[src/rtl/vls_pkg.sv]
`timescale 1ns/1ps
package vls_pkg;
  typedef enum logic [2:0] {
    K_SIZED  = 3'd0,
    K_QUAD   = 3'd1,
    K_REST   = 3'd2,
    K_PACK   = 3'd3,
    K_UNPACK = 3'd4,
    K_HALF   = 3'd5,
    K_FOURTH = 3'd6,
    K_TRANS  = 3'd7
  } req_kind_e;

  localparam int LANE_W   = 16;
  localparam int INSN_W   = 32;
  localparam int OFF_W    = 7;
  localparam int ELEM_W   = 4;
  localparam int VREG_W   = 5;
endpackage

[src/rtl/vls_decode.sv]
`timescale 1ns/1ps
module vls_decode
  import vls_pkg::*;
#(
  parameter int ADDR_W = 32
) (
  input  logic [INSN_W-1:0] insn,
  input  logic [ADDR_W-1:0] base,
  output logic              ok,
  output req_kind_e         kind,
  output logic [1:0]        size,
  output logic [ADDR_W-1:0] addr,
  output logic [ELEM_W-1:0] elem,
  output logic [VREG_W-1:0] vreg,
  output logic              store
);
  localparam int SH_W = 3;

  logic [4:0]        func;
  logic [SH_W-1:0]   shift;
  logic [ADDR_W-1:0] offset;

  assign func   = insn[15:11];
  assign size   = insn[12:11];
  assign store  = insn[29];
  assign offset = {{(ADDR_W-OFF_W){insn[OFF_W-1]}}, insn[OFF_W-1:0]};
  assign addr   = base + (offset << shift);

  always_comb begin
    ok    = 1'b1;
    kind  = K_SIZED;
    shift = '0;
    unique case (func)
      5'd0, 5'd1, 5'd2, 5'd3: begin
        kind  = K_SIZED;
        shift = {1'b0, func[1:0]};
      end
      5'd4:  begin kind = K_QUAD;   shift = 3'd4; end
      5'd5:  begin kind = K_REST;   shift = 3'd4; end
      5'd6:  begin kind = K_PACK;   shift = 3'd3; end
      5'd7:  begin kind = K_UNPACK; shift = 3'd3; end
      5'd8:  begin kind = K_HALF;   shift = 3'd3; end
      5'd9:  begin kind = K_FOURTH; shift = 3'd3; end
      5'd11: begin kind = K_TRANS;  shift = 3'd4; end
      default: ok = 1'b0;
    endcase
  end

  always_comb begin
    if (kind == K_TRANS) begin
      vreg = insn[20:16] & 5'b11000;
      elem = {1'b0, insn[10:8]};
    end else begin
      vreg = insn[20:16];
      elem = insn[10:7];
    end
  end
endmodule

[src/rtl/vls_lane_mask.sv]
`timescale 1ns/1ps
module vls_lane_mask
  import vls_pkg::*;
#(
  parameter int LANES = 8
) (
  input  req_kind_e                 kind,
  input  logic [1:0]                size,
  input  logic [$clog2(2*LANES)-1:0] addr_lo,
  input  logic                      store,
  output logic [LANES*LANE_W-1:0]   mask
);
  localparam int LO_W = $clog2(2*LANES);

  int split_lane;
  int sized_lanes;

  assign split_lane  = int'(addr_lo >> 1);
  assign sized_lanes = (size == 2'd0) ? 1 : (1 << (int'(size) - 1));

  for (genvar i = 0; i < LANES; i++) begin : g_lane
    logic [LANE_W-1:0] lane;
    always_comb begin
      lane = '0;
      case (kind)
        K_SIZED: begin
          if (size == 2'd0) begin
            if (i == 0) lane = store ? 16'hFF00 : 16'h00FF;
          end else if (i < sized_lanes) begin
            lane = 16'hFFFF;
          end
        end
        K_QUAD, K_REST: begin
          if (i > split_lane)       lane = 16'hFFFF;
          else if (i == split_lane) lane = addr_lo[0] ? 16'hFF00 : 16'hFFFF;
        end
        default: lane = '0;
      endcase
    end
    assign mask[i*LANE_W +: LANE_W] = lane;
  end
endmodule

[src/rtl/vls_req_former.sv]
`timescale 1ns/1ps
module vls_req_former
  import vls_pkg::*;
#(
  parameter int LANES  = 8,
  parameter int ADDR_W = 32
) (
  input  logic                    clk,
  input  logic                    rst_n,
  input  logic                    in_valid,
  output logic                    in_ready,
  input  logic [31:0]             in_insn,
  input  logic [ADDR_W-1:0]       in_base,
  output logic                    req_valid,
  input  logic                    req_ready,
  output logic [ADDR_W-1:0]       req_addr,
  output logic [LANES*16-1:0]     req_mask,
  output logic [2:0]              req_kind,
  output logic [3:0]              req_elem,
  output logic [4:0]              req_vreg,
  output logic                    req_store
);
  localparam int MASK_W = LANES * LANE_W;
  localparam int LO_W   = $clog2(2*LANES);

  logic              dec_ok;
  req_kind_e         dec_kind;
  logic [1:0]        dec_size;
  logic [ADDR_W-1:0] dec_addr;
  logic [ELEM_W-1:0] dec_elem;
  logic [VREG_W-1:0] dec_vreg;
  logic              dec_store;
  logic [MASK_W-1:0] dec_mask;
  logic              take;

  vls_decode #(.ADDR_W(ADDR_W)) u_decode (
    .insn  (in_insn),
    .base  (in_base),
    .ok    (dec_ok),
    .kind  (dec_kind),
    .size  (dec_size),
    .addr  (dec_addr),
    .elem  (dec_elem),
    .vreg  (dec_vreg),
    .store (dec_store)
  );

  vls_lane_mask #(.LANES(LANES)) u_mask (
    .kind    (dec_kind),
    .size    (dec_size),
    .addr_lo (dec_addr[LO_W-1:0]),
    .store   (dec_store),
    .mask    (dec_mask)
  );

  assign in_ready = !req_valid || req_ready;
  assign take     = in_valid && in_ready;

  always_ff @(posedge clk) begin
    if (!rst_n) begin
      req_valid <= 1'b0;
      req_addr  <= '0;
      req_mask  <= '0;
      req_kind  <= '0;
      req_elem  <= '0;
      req_vreg  <= '0;
      req_store <= 1'b0;
    end else if (take) begin
      req_valid <= dec_ok;
      req_addr  <= dec_addr;
      req_mask  <= dec_mask;
      req_kind  <= dec_kind;
      req_elem  <= dec_elem;
      req_vreg  <= dec_vreg;
      req_store <= dec_store;
    end else if (req_ready) begin
      req_valid <= 1'b0;
    end
  end


  hold_stalled_chk: assert property (@(posedge clk) disable iff (!rst_n)
    req_valid && !req_ready |=> req_valid && $stable(req_addr) &&
      $stable(req_mask) && $stable(req_kind) && $stable(req_vreg));


  drop_unknown_chk: assert property (@(posedge clk) disable iff (!rst_n)
    in_valid && in_ready && !dec_ok |=> !req_valid);


  sized_count_chk: assert property (@(posedge clk) disable iff (!rst_n)
    req_valid && req_kind == 3'd0 |->
      $countones(req_mask) inside {8, 16, 32, 64});


  split_count_chk: assert property (@(posedge clk) disable iff (!rst_n)
    req_valid && (req_kind == 3'd1 || req_kind == 3'd2) |->
      $countones(req_mask) == MASK_W - 8 * int'(req_addr[LO_W-1:0]));


  empty_mask_chk: assert property (@(posedge clk) disable iff (!rst_n)
    req_valid && req_kind >= 3'd3 |-> req_mask == '0);


  trans_vreg_chk: assert property (@(posedge clk) disable iff (!rst_n)
    req_valid && req_kind == 3'd7 |-> req_vreg[2:0] == 3'd0 && !req_elem[3]);
endmodule

[config.mk]
export PLATFORM = sky130hd
export DESIGN_NAME = vls_req_former
export DESIGN_NICKNAME = d
export VERILOG_FILES = /design/src/rtl/vls_pkg.sv /design/src/rtl/vls_decode.sv /design/src/rtl/vls_lane_mask.sv /design/src/rtl/vls_req_former.sv
export SDC_FILE = /design/constraint.sdc
export NUM_CORES = 1
export LEC_CHECK = 0
export BUFFER_PORTS_ARGS = -buffer_cell sky130_fd_sc_hd__buf_2
export CAP_MARGIN = 20
export CORE_MARGIN = 5
export CORE_UTILIZATION = 42
export CTS_CLUSTER_DIAMETER = 200
export DETAILED_ROUTE_END_ITERATION = 10
export PLACE_DENSITY = 0.74
export SYNTH_ARGS = -nofsm -noshare
export SYNTH_HDL_FRONTEND = slang
export SYNTH_HIERARCHICAL = 1
export SYNTH_SLANG_ARGS = --single-unit
[constraint.sdc]
create_clock -name clk -period 8.8 [get_ports clk]
set_input_delay 1.32 -clock clk [delete_from_list [all_inputs] [get_ports clk]]
set_output_delay 1.32 -clock clk [all_outputs]
set_load 0.03 [all_outputs]
---- Yosys cells after proc, flatten, opt, wreduce, memory -nomap -nowiden ----
Cells that the tools add are included.
word-level totals
  flip-flop bits (word level) ............. 174
  output and inout bits ................... 175
operators by class
  add/subtract/negate cells ............... 2
  $lt $le $gt $ge ......................... 16
  equal/unequal tests ..................... 20
  shift operators ......................... 2
  multiplexer cells ....................... 50
  reduce and logical (&&, ||, !) cells .... 13
operators with widths
  kind                     number
  $mux W16                 33
  $pmux W16 S2             8
  $lt A4 B32 Y1 const A    4
  $lt A3 B32 Y1 const A    2
  $add A32 B32 Y32         1
  $logic_not A32 Y1        1
  $lt A1 B32 Y1 const A    1
  $lt A2 B32 Y1 const A    1
  $mux W32                 1
  $shl A1 B32 Y32 const A  1
  $shl A32 B3 Y32          1
  $pmux W3 S7              1
  $eq A5 B3 Y1 const B     4
  $eq A5 B4 Y1 const B     3
  $eq A3 B3 Y1 const A     4
  $gt A3 B3 Y1 const A     4
  $reduce_or A11 Y1        1
  $eq A5 B2 Y1 const B     2
  $pmux W3 S3              1
  $mux W8                  1
  $reduce_or A4 Y1         2
  $eq A2 B3 Y1 const A     2
  $gt A1 B3 Y1 const A     2
  $gt A2 B3 Y1 const A     2
  18 further kinds         20

---- Longest topological paths before layout ----
Gate-level depths: netlist (run 1).
  depth after elaboration ................. 9
  depth in mapped cells ................... 19

---- Modules after synthesis ----
The synthesis (run 1) kept the hierarchy.
by module, submodules not included
  module          instances  cells each  area an instance (µm²)  seq. area each (µm²)
  vls_req_former  1          756         7,051.8                 3,483.3
  vls_decode      1          293         2,059.5                 0.0
  vls_lane_mask   1          164         1,163.6                 0.0

---- Worst setup path after synthesis (run 1) ----
OpenSTA, ideal clock, no wires.
  path type ............................... input-to-reg
  start point ............................. input in_insn[13]
  end point ............................... register req_addr[28]
  data arrival time ....................... 4.631 ns
  required time ........................... 8.728 ns
  setup slack ............................. 4.097 ns
  stages on the path ...................... 16
  cells stage by stage .................... buf_2 -> or3b_1 -> a21oi_1 -> mux2_2 -> o21ai_0 -> a21oi_1 -> ha_1 -> a21oi_2 -> and3b_4 -> a22oi_4 -> a31oi_1 -> o31a_1 -> o41ai_2 -> xor2_1 -> nand2_1 -> mux2i_1
on the way
  cells in the longest elaborated chain, start to end .. 5
  elaborated cells on any way between the ends .. 17
  classes of those cells .................. 1 x add/sub; 10 x eq/ne; 1 x shift; 1 x mux; 4 x reduce/logical
ends and longest elaborated chain
  item                                                                   RTL line              text
  start: declaration                                                     vls_req_former.sv:12  input logic [31:0] in_insn,
  $eq A5 B3 Y1 (tied with other cells)                                   vls_decode.sv:33      unique case (func)
  $reduce_or A4 Y1 (no line) / $reduce_or A3 Y1 (equally long branches)  --
  $pmux W3 S3 *                                                          vls_decode.sv:33
  $shl A32 B3 Y32 *                                                      vls_decode.sv:27      assign addr = base + (offset << shift);
  $add A32 B32 Y32 *                                                     vls_decode.sv:27
  via dec_addr[28]                                                       vls_req_former.sv:29  logic [ADDR_W-1:0] dec_addr;
  end signal: assignment                                                 vls_req_former.sv:70  req_addr <= dec_addr;
  end: declaration                                                       vls_req_former.sv:16  output logic [ADDR_W-1:0] req_addr,
Mark *: on every way through the listed nets, which the timed path passes. The rest lies on a longest branch.
A chain may end at the register's enable or synchronous reset.

---- Worst setup path after layout (run 1) ----
  start point ............................. input in_insn[12]
  end point ............................... register req_addr[24]
Same word-level chain as after synthesis.

==> results of run 1 <==
-- state kept, by name (all words and copies together), names as in the netlist --
register   cells
req_vreg       5
req_store      1
req_addr      32
req_kind       3
req_mask     128
req_valid      1
req_elem       4
-- power by group through the flow --
| stage | Sequential (mW) | Clock, mW | Combinational, mW |
|---|---|---|---|
| floorplan | 1.03 | 0 | 0.430 |
| global placement | 0.900 | 0 | 0.588 |
| detailed placement | 0.902 | 0 | 0.597 |
| CTS | 0.885 | 0.833 | 0.600 |
| global route | 0.893 | 0.867 | 0.651 |
| finish | 0.885 | 0.811 | 0.596 |
-- stage by stage --
stage	hold WS, ns	area (sq um)
floorplan	0.5828	10270
global placement	0.4385	10440
detailed placement	0.4428	10440
CTS	0.4565	11080
global route	0.4736	11080
finish	0.4548	11080
-- worst max-delay path, delay by kind of cell --
kind / cells / cell delay [ns]
AO/OA/AOI/OAI: 8 / 2.45
AND/OR/NAND/NOR: 3 / 0.67
multiplexers: 2 / 0.58
adder cells (fa/ha/maj): 1 / 0.42
buffers and inverters: 1 / 0.20
XOR/XNOR: 1 / 0.14
-- how the worst max path moves through the flow --
stage                        end  slack [ns]  depth (start not counted)
global route        req_addr[24]        3.15                         16
detailed placement  req_addr[24]        2.98                         16
finish              req_addr[24]        3.33                         16
CTS                 req_addr[24]        3.42                         16
floorplan           req_addr[28]        4.10                         16
global placement    req_addr[27]        3.13                         16
-- kinds of logic (layout without fill, tap and decap cells) --
kind of cell,count (synthesis),after routing,share of synthesized area [%]
xor gates and xnor gates,33,33,2.813
muxes,186,186,18.31
buffers and inverters,202,278,14.50
and+or+nand+nor,461,461,18.29
other,0,2,0
DFF,174,174,33.90
AOI/OAI and AO/OA,119,119,7.477
adders and majority gates,38,38,4.700
-- cell type report --
class,instances,area (sq um)
well taps,324,405.4
diodes,2,5.005
repair buffers,236,1214
clock inverters,14,206.4
flip-flops and latches,174,3483
multi-input cells,837,5301
inverters,10,37.54
clock buffers,18,429.2
fillers,2311,13100
-- routing by layer --
metal / vias to the layer above / routed length, um
li1: 4043 / -
met1: 3627 / 10300
met2: 213 / 10900
met3: 27 / 1655
met4: 10 / 223
met5: - / 56
-- cell usage in the layout, fill, tap and decap left out, types with 3 or more instances in the layout --
master / synthesis / final
buf_4: 118 / 3
bufinv_16: 0 / 3
a21o_1: 17 / 17
clkbuf_16: 0 / 17
nand3_1: 7 / 7
o21ai_1: 11 / 11
xnor2_1: 20 / 20
nand4_1: 3 / 3
a21oi_1: 40 / 40
nor3_1: 12 / 12
and2_1: 3 / 3
a31oi_1: 12 / 12
ha_1: 37 / 37
nand2_1: 379 / 379
dfxtp_1: 174 / 174
a211oi_1: 4 / 4
clkinv_4: 0 / 3
inv_1: 10 / 10
mux2i_1: 179 / 179
buf_2: 10 / 231
nor2_1: 26 / 26
xor2_1: 13 / 13
o21ai_0: 10 / 10
inv_8: 0 / 3
mux2_2: 6 / 6
and3_1: 3 / 3
nor2b_1: 12 / 12
-- synth_stat cells (2+ instances only) --
cell type | n | share of area [%]
a211oi_1 | 4 | 0.29
a21boi_1 | 2 | 0.15
a21o_1 | 17 | 1.2
a21oi_1 | 40 | 1.9
a31oi_1 | 12 | 0.73
a41oi_1 | 2 | 0.17
and2_1 | 3 | 0.18
and3_1 | 3 | 0.18
buf_12 | 11 | 2.1
buf_2 | 10 | 0.49
buf_4 | 118 | 8.6
buf_8 | 8 | 1.2
clkbuf_1 | 44 | 1.6
dfxtp_1 | 174 | 34
ha_1 | 37 | 4.5
inv_1 | 10 | 0.37
mux2_2 | 6 | 0.66
mux2i_1 | 179 | 17
nand2_1 | 379 | 14
nand2b_1 | 2 | 0.12
nand3_1 | 7 | 0.34
nand4_1 | 3 | 0.18
nor2_1 | 26 | 0.95
nor2b_1 | 12 | 0.73
nor3_1 | 12 | 0.58
nor3b_1 | 2 | 0.15
o211ai_1 | 2 | 0.15
o21a_1 | 2 | 0.15
o21ai_0 | 10 | 0.49
o21ai_1 | 11 | 0.54
o21bai_1 | 2 | 0.15
o22ai_1 | 2 | 0.12
o2bb2ai_1 | 2 | 0.17
or2_2 | 2 | 0.12
xnor2_1 | 20 | 1.7
xor2_1 | 13 | 1.1
==> impl_metrics.toml, run 1 <==
[global_routing]
grt_pass1_wl_um = 37400
busiest_layer = "met2"
grt_max_degree = 193
grt_remaining_overflow = 0
grt_util_met1_pct = 19.88
grt_util_met2_pct = 26.93
first_global_vias = 7377
antenna_found_initial = 6
grt_util_all_layers_pct = 16.01
grt_util_met3_pct = 5.452

[critical_path]
r2r_start = "req_valid"
cp-start-kind = "input port"
timing.rr.end = "req_addr[13]"
cp_data_arrival_time_ns = 5.81
worstPathCellList = "buf_2, or3b_1, a21oi_1, mux2_2, o21ai_0, a21oi_1, ha_1, a21oi_2, and3b_4, a22oi_4, a41oi_1, o21ai_1, a31oi_1, xnor2_1, nand2_1, mux2i_1"
regToRegSetupSlack_ns = 6.40
path_max_fanout = 15
endpoint_kind = "flip-flop"
worst_path_most_repeated_cell = "a21oi_1"
critPathSlowestCell = "a21oi_1"
rr_worst_depth = 4
cp-startpoint = "in_insn[12]"
cp.required_ns = 9.14
max_stage_delay_ns = 0.81
path_class = "in -> reg"

[sta]
setup_ws_ns = 3.330
skew_ns = 0.01687
fin_crit_sh_pct = 62.16
finalSetupTns_ns = 0
hold_viol = 0
setup_viol = 0
worst_slew_pin_slew_ns = 1.028
slew-limit-headroom_pct = 31.44
final_max_slew_viol_count = 0
max_freq_mhz = 182.8
period_minus_slack_ns = 5.470
rsz0062_at_grt = "false"

[finish]
drive_gt1_share_pct = 22.11
nets = 1382
post-route-util_pct = 45.84
syn_to_final_growth_pct = 7.855
final_cells = 1615

[clocking]
cts_tree = "yes"
cts_buffer_depth = 2
clkSlewWorstSetupHoldPaths_ns = 0.07
clkSinkCount = 174
root_buffer = "clkbuf_16"
cts_resized = 0
cts_hold_buf = 0
cts_max_level = 4
clk_latency_ns = 0.42
cts_setup_buffers = 0
cts_buffers = 17

[floorplan]
rows = 57
coreArea_sq_um = 24180
fp.dieArea_sq_um = 27690
num_io_pins = 243
die_w_um = 166.4
start_util_pct = 42.50
die_h_um = 166.4

[synth]
synthArstFlopShare_pct = 0
synthFlopType = "dfxtp_1"
netlist_area_sq_um = 10270
syn-num-nets = 1319
ys_ff_latch = 174
yosysWarnings = 6
synth_cell_type_count = 60
ys_seq_area_share_pct = 33.90
synth_edf_count = 0
syn_avg_cell_area_sq_um = 8.471
synth_cells = 1213

[hold_path]
hold_depth = 2
hold_class = "reg -> reg"
hold_path_end = "req_mask[57]"
hp-start = "req_mask[57]"

[placed_design]
hpwl_um = 16680
place_congestion = 0.8987
place_inst = 1581
post-place-ws_ns = 2.978
portBuffers = 232

[routing]
viasPerCell = 4.904
drtAntennaViolNets = 0
postRouteWirelength_um = 23130
wire_per_inst_um = 14.32
first_pass_iters = 5
drc = 0
drt_iter0_drc = 663
dr_total_vias = 7920

[power]
power_frac_comb_pct = 26.0
pwr-share-seq_pct = 38.6
power_density_nw_per_um2 = 206.7
p_switching_uw = 777.1
fin_total_pwr_mw = 2.291
p_sw_share_pct = 33.92
power_leakage_nw = 5.313
p_int_mw = 1.514
peakVddDrop_v = 0.00009580
pwr-share-clk_pct = 35.4

[run_status]
status = "finished, final reports clean"

[job]
drv_cap = 0
No activity file was read; power rests on OpenSTA's default activity.
==> inputs of run 2 (changes only) <==
==> constraint.sdc (replaced) <==
create_clock -name clk -period 5.05 [get_ports clk]
set_input_delay 0.7575 -clock clk [delete_from_list [all_inputs] [get_ports clk]]
set_output_delay 0.7575 -clock clk [all_outputs]
set_load 0.03 [all_outputs]
==> impl_metrics.toml, run 2 (synthesized netlist as in run 1, its figures left out) <==
[critical_path]
endpoint_kind = "flip-flop"
path_buf_inv = 2
cp.required_ns = 5.40
worstPathCellList = "buf_2, or3b_1, a21oi_1, buf_4, mux2i_1, a21oi_1, mux2_2, ha_1, a21oi_1, and3b_4, a22oi_4, a41oi_1, o21ai_1, a31oi_1, xnor2_1, nand2_1, mux2i_1"
worst_path_most_repeated_cell = "a21oi_1"
rr_worst_depth = 4
cp-start-kind = "input port"
path_max_fanout = 15
critPathSlowestCell = "a41oi_1"
cp-startpoint = "in_insn[12]"
cp_num_cells = 17
path_class = "in -> reg"
cp_data_arrival_time_ns = 4.59
r2r_start = "req_valid"
max_stage_delay_ns = 0.42
path_delay_family = "compound AO/OA/AOI/OAI gates"

[clocking]
cts_max_level = 4
cts_buffers = 17
cts_hold_buf = 0
cts_tree = "yes"
clk_latency_ns = 0.42
clkSlewWorstSetupHoldPaths_ns = 0.08
cts_setup_buffers = 0
root_buffer = "clkbuf_16"
clkSinkCount = 174
cts_resized = 0
cts_buffer_depth = 2

[job]
drv_cap = 0

[routing]
viasPerCell = 4.833
drtAntennaViolNets = 0
first_pass_iters = 6
drt_iter0_drc = 520
drc = 0
postRouteWirelength_um = 23110
wire_per_inst_um = 14.23
dr_total_vias = 7849

[finish]
syn_to_final_growth_pct = 8.208
drive_gt1_share_pct = 22.61
largest_reg_flops = 128
reg_top3 = "req_mask x128, req_addr x32, req_vreg x5"
nets = 1389
final_cell_mix = "nand2_1, buf_2, mux2i_1"
final_cells = 1624
fill_cells = 2355
final_common_cell = "nand2_1"
regMostFlops = "req_mask"
final_area_sq_um = 11120

[sta]
finalSetupTns_ns = 0
rsz0062_at_grt = "false"
max_freq_mhz = 235.8
slew-limit-headroom_pct = 39.03
skew_ns = 0.01205
setup_viol = 0
fin_crit_sh_pct = 83.98
final_max_slew_viol_count = 0
period_minus_slack_ns = 4.241
hold_viol = 0
worst_slew_pin_slew_ns = 0.9146

[hold_path]
hold_depth = 2
hold_class = "reg -> reg"
hp-start = "req_mask[100]"

[global_routing]
first_global_vias = 7503
busiest_layer = "met2"
grt_util_met2_pct = 27.23
grt_util_all_layers_pct = 16.18
antenna_found_initial = 7
grt_util_met1_pct = 20.18
grt_pass1_wl_um = 37880
grt_util_met3_pct = 5.665
grt_max_degree = 163
grt_remaining_overflow = 0

[floorplan]
die_h_um = 166.4
die_w_um = 166.4
coreArea_sq_um = 24180
rows = 57
start_util_pct = 42.50
num_io_pins = 243
fp.dieArea_sq_um = 27690

[placed_design]
place_congestion = 0.8240
hpwl_um = 16960
postPlaceCellArea_sq_um = 10520
place_inst = 1588
portBuffers = 232

[run_status]
status = "finished, final reports clean"

[power]
power_leakage_nw = 5.346
power_density_nw_per_um2 = 350.5
peakVddDrop_v = 0.0001766
run 2: path summary, 6_finish.rpt:
check,to,slack [ns]
worst min register to register,req_mask[100],0.45
worst max register to register,req_mask[93],3.01
worst max-delay path,req_addr[24],0.81
worst min-delay path,req_mask[100],0.45
run 2: per-stage QoR:
step	hold WS, ns	setup WS, ns	power, mW	util [%]
after global routing	0.4731	0.4890	4.123	45.97
after detailed placement	0.4433	0.4136	2.628	43.51
after CTS	0.4574	0.8487	3.950	45.95
final	0.4547	0.8091	3.897	45.99
after floorplan	0.5828	0.9098	2.544	-
after global placement	0.4388	0.4665	2.606	43.51
run 2: metal layers:
| layer | up-vias | wire, um | share of wire [%] |
|---|---|---|---|
| met4 | 10 | 234 | 1.0 |
| met5 | - | 54 | 0.23 |
| met3 | 25 | 1472 | 6.4 |
| met1 | 3591 | 10700 | 46 |
| li1 | 4045 | - | - |
| met2 | 178 | 10650 | 46 |
run 2: power by group:
| group | internal, mW | total [mW] | switching, mW |
|---|---|---|---|
| Sequential | 1.49 | 1.54 | 0.0560 |
| Clock | 0.668 | 1.30 | 0.636 |
| Combinational | 0.360 | 1.05 | 0.691 |
| Total | 2.51 | 3.90 | 1.38 |
run 2: worst min-delay path, stage by stage (launching register included):
cell,delay [ns]
dfxtp_1,0.31
nand2_1,0.05
mux2i_1,0.05
run 2: cell type report:
cell class | instances | area [sq um] | share of cell area (%)
multi-input combinational | 837 | 5301 | 47.68
timing repair buffer | 243 | 1291 | 11.61
clock inverter | 15 | 163.9 | 1.474
clock buffer | 17 | 425.4 | 3.826
sequential | 174 | 3483 | 31.33
inverter | 10 | 37.54 | 0.3376
tap | 324 | 405.4 | 3.646
antenna | 4 | 10.01 | 0.09003
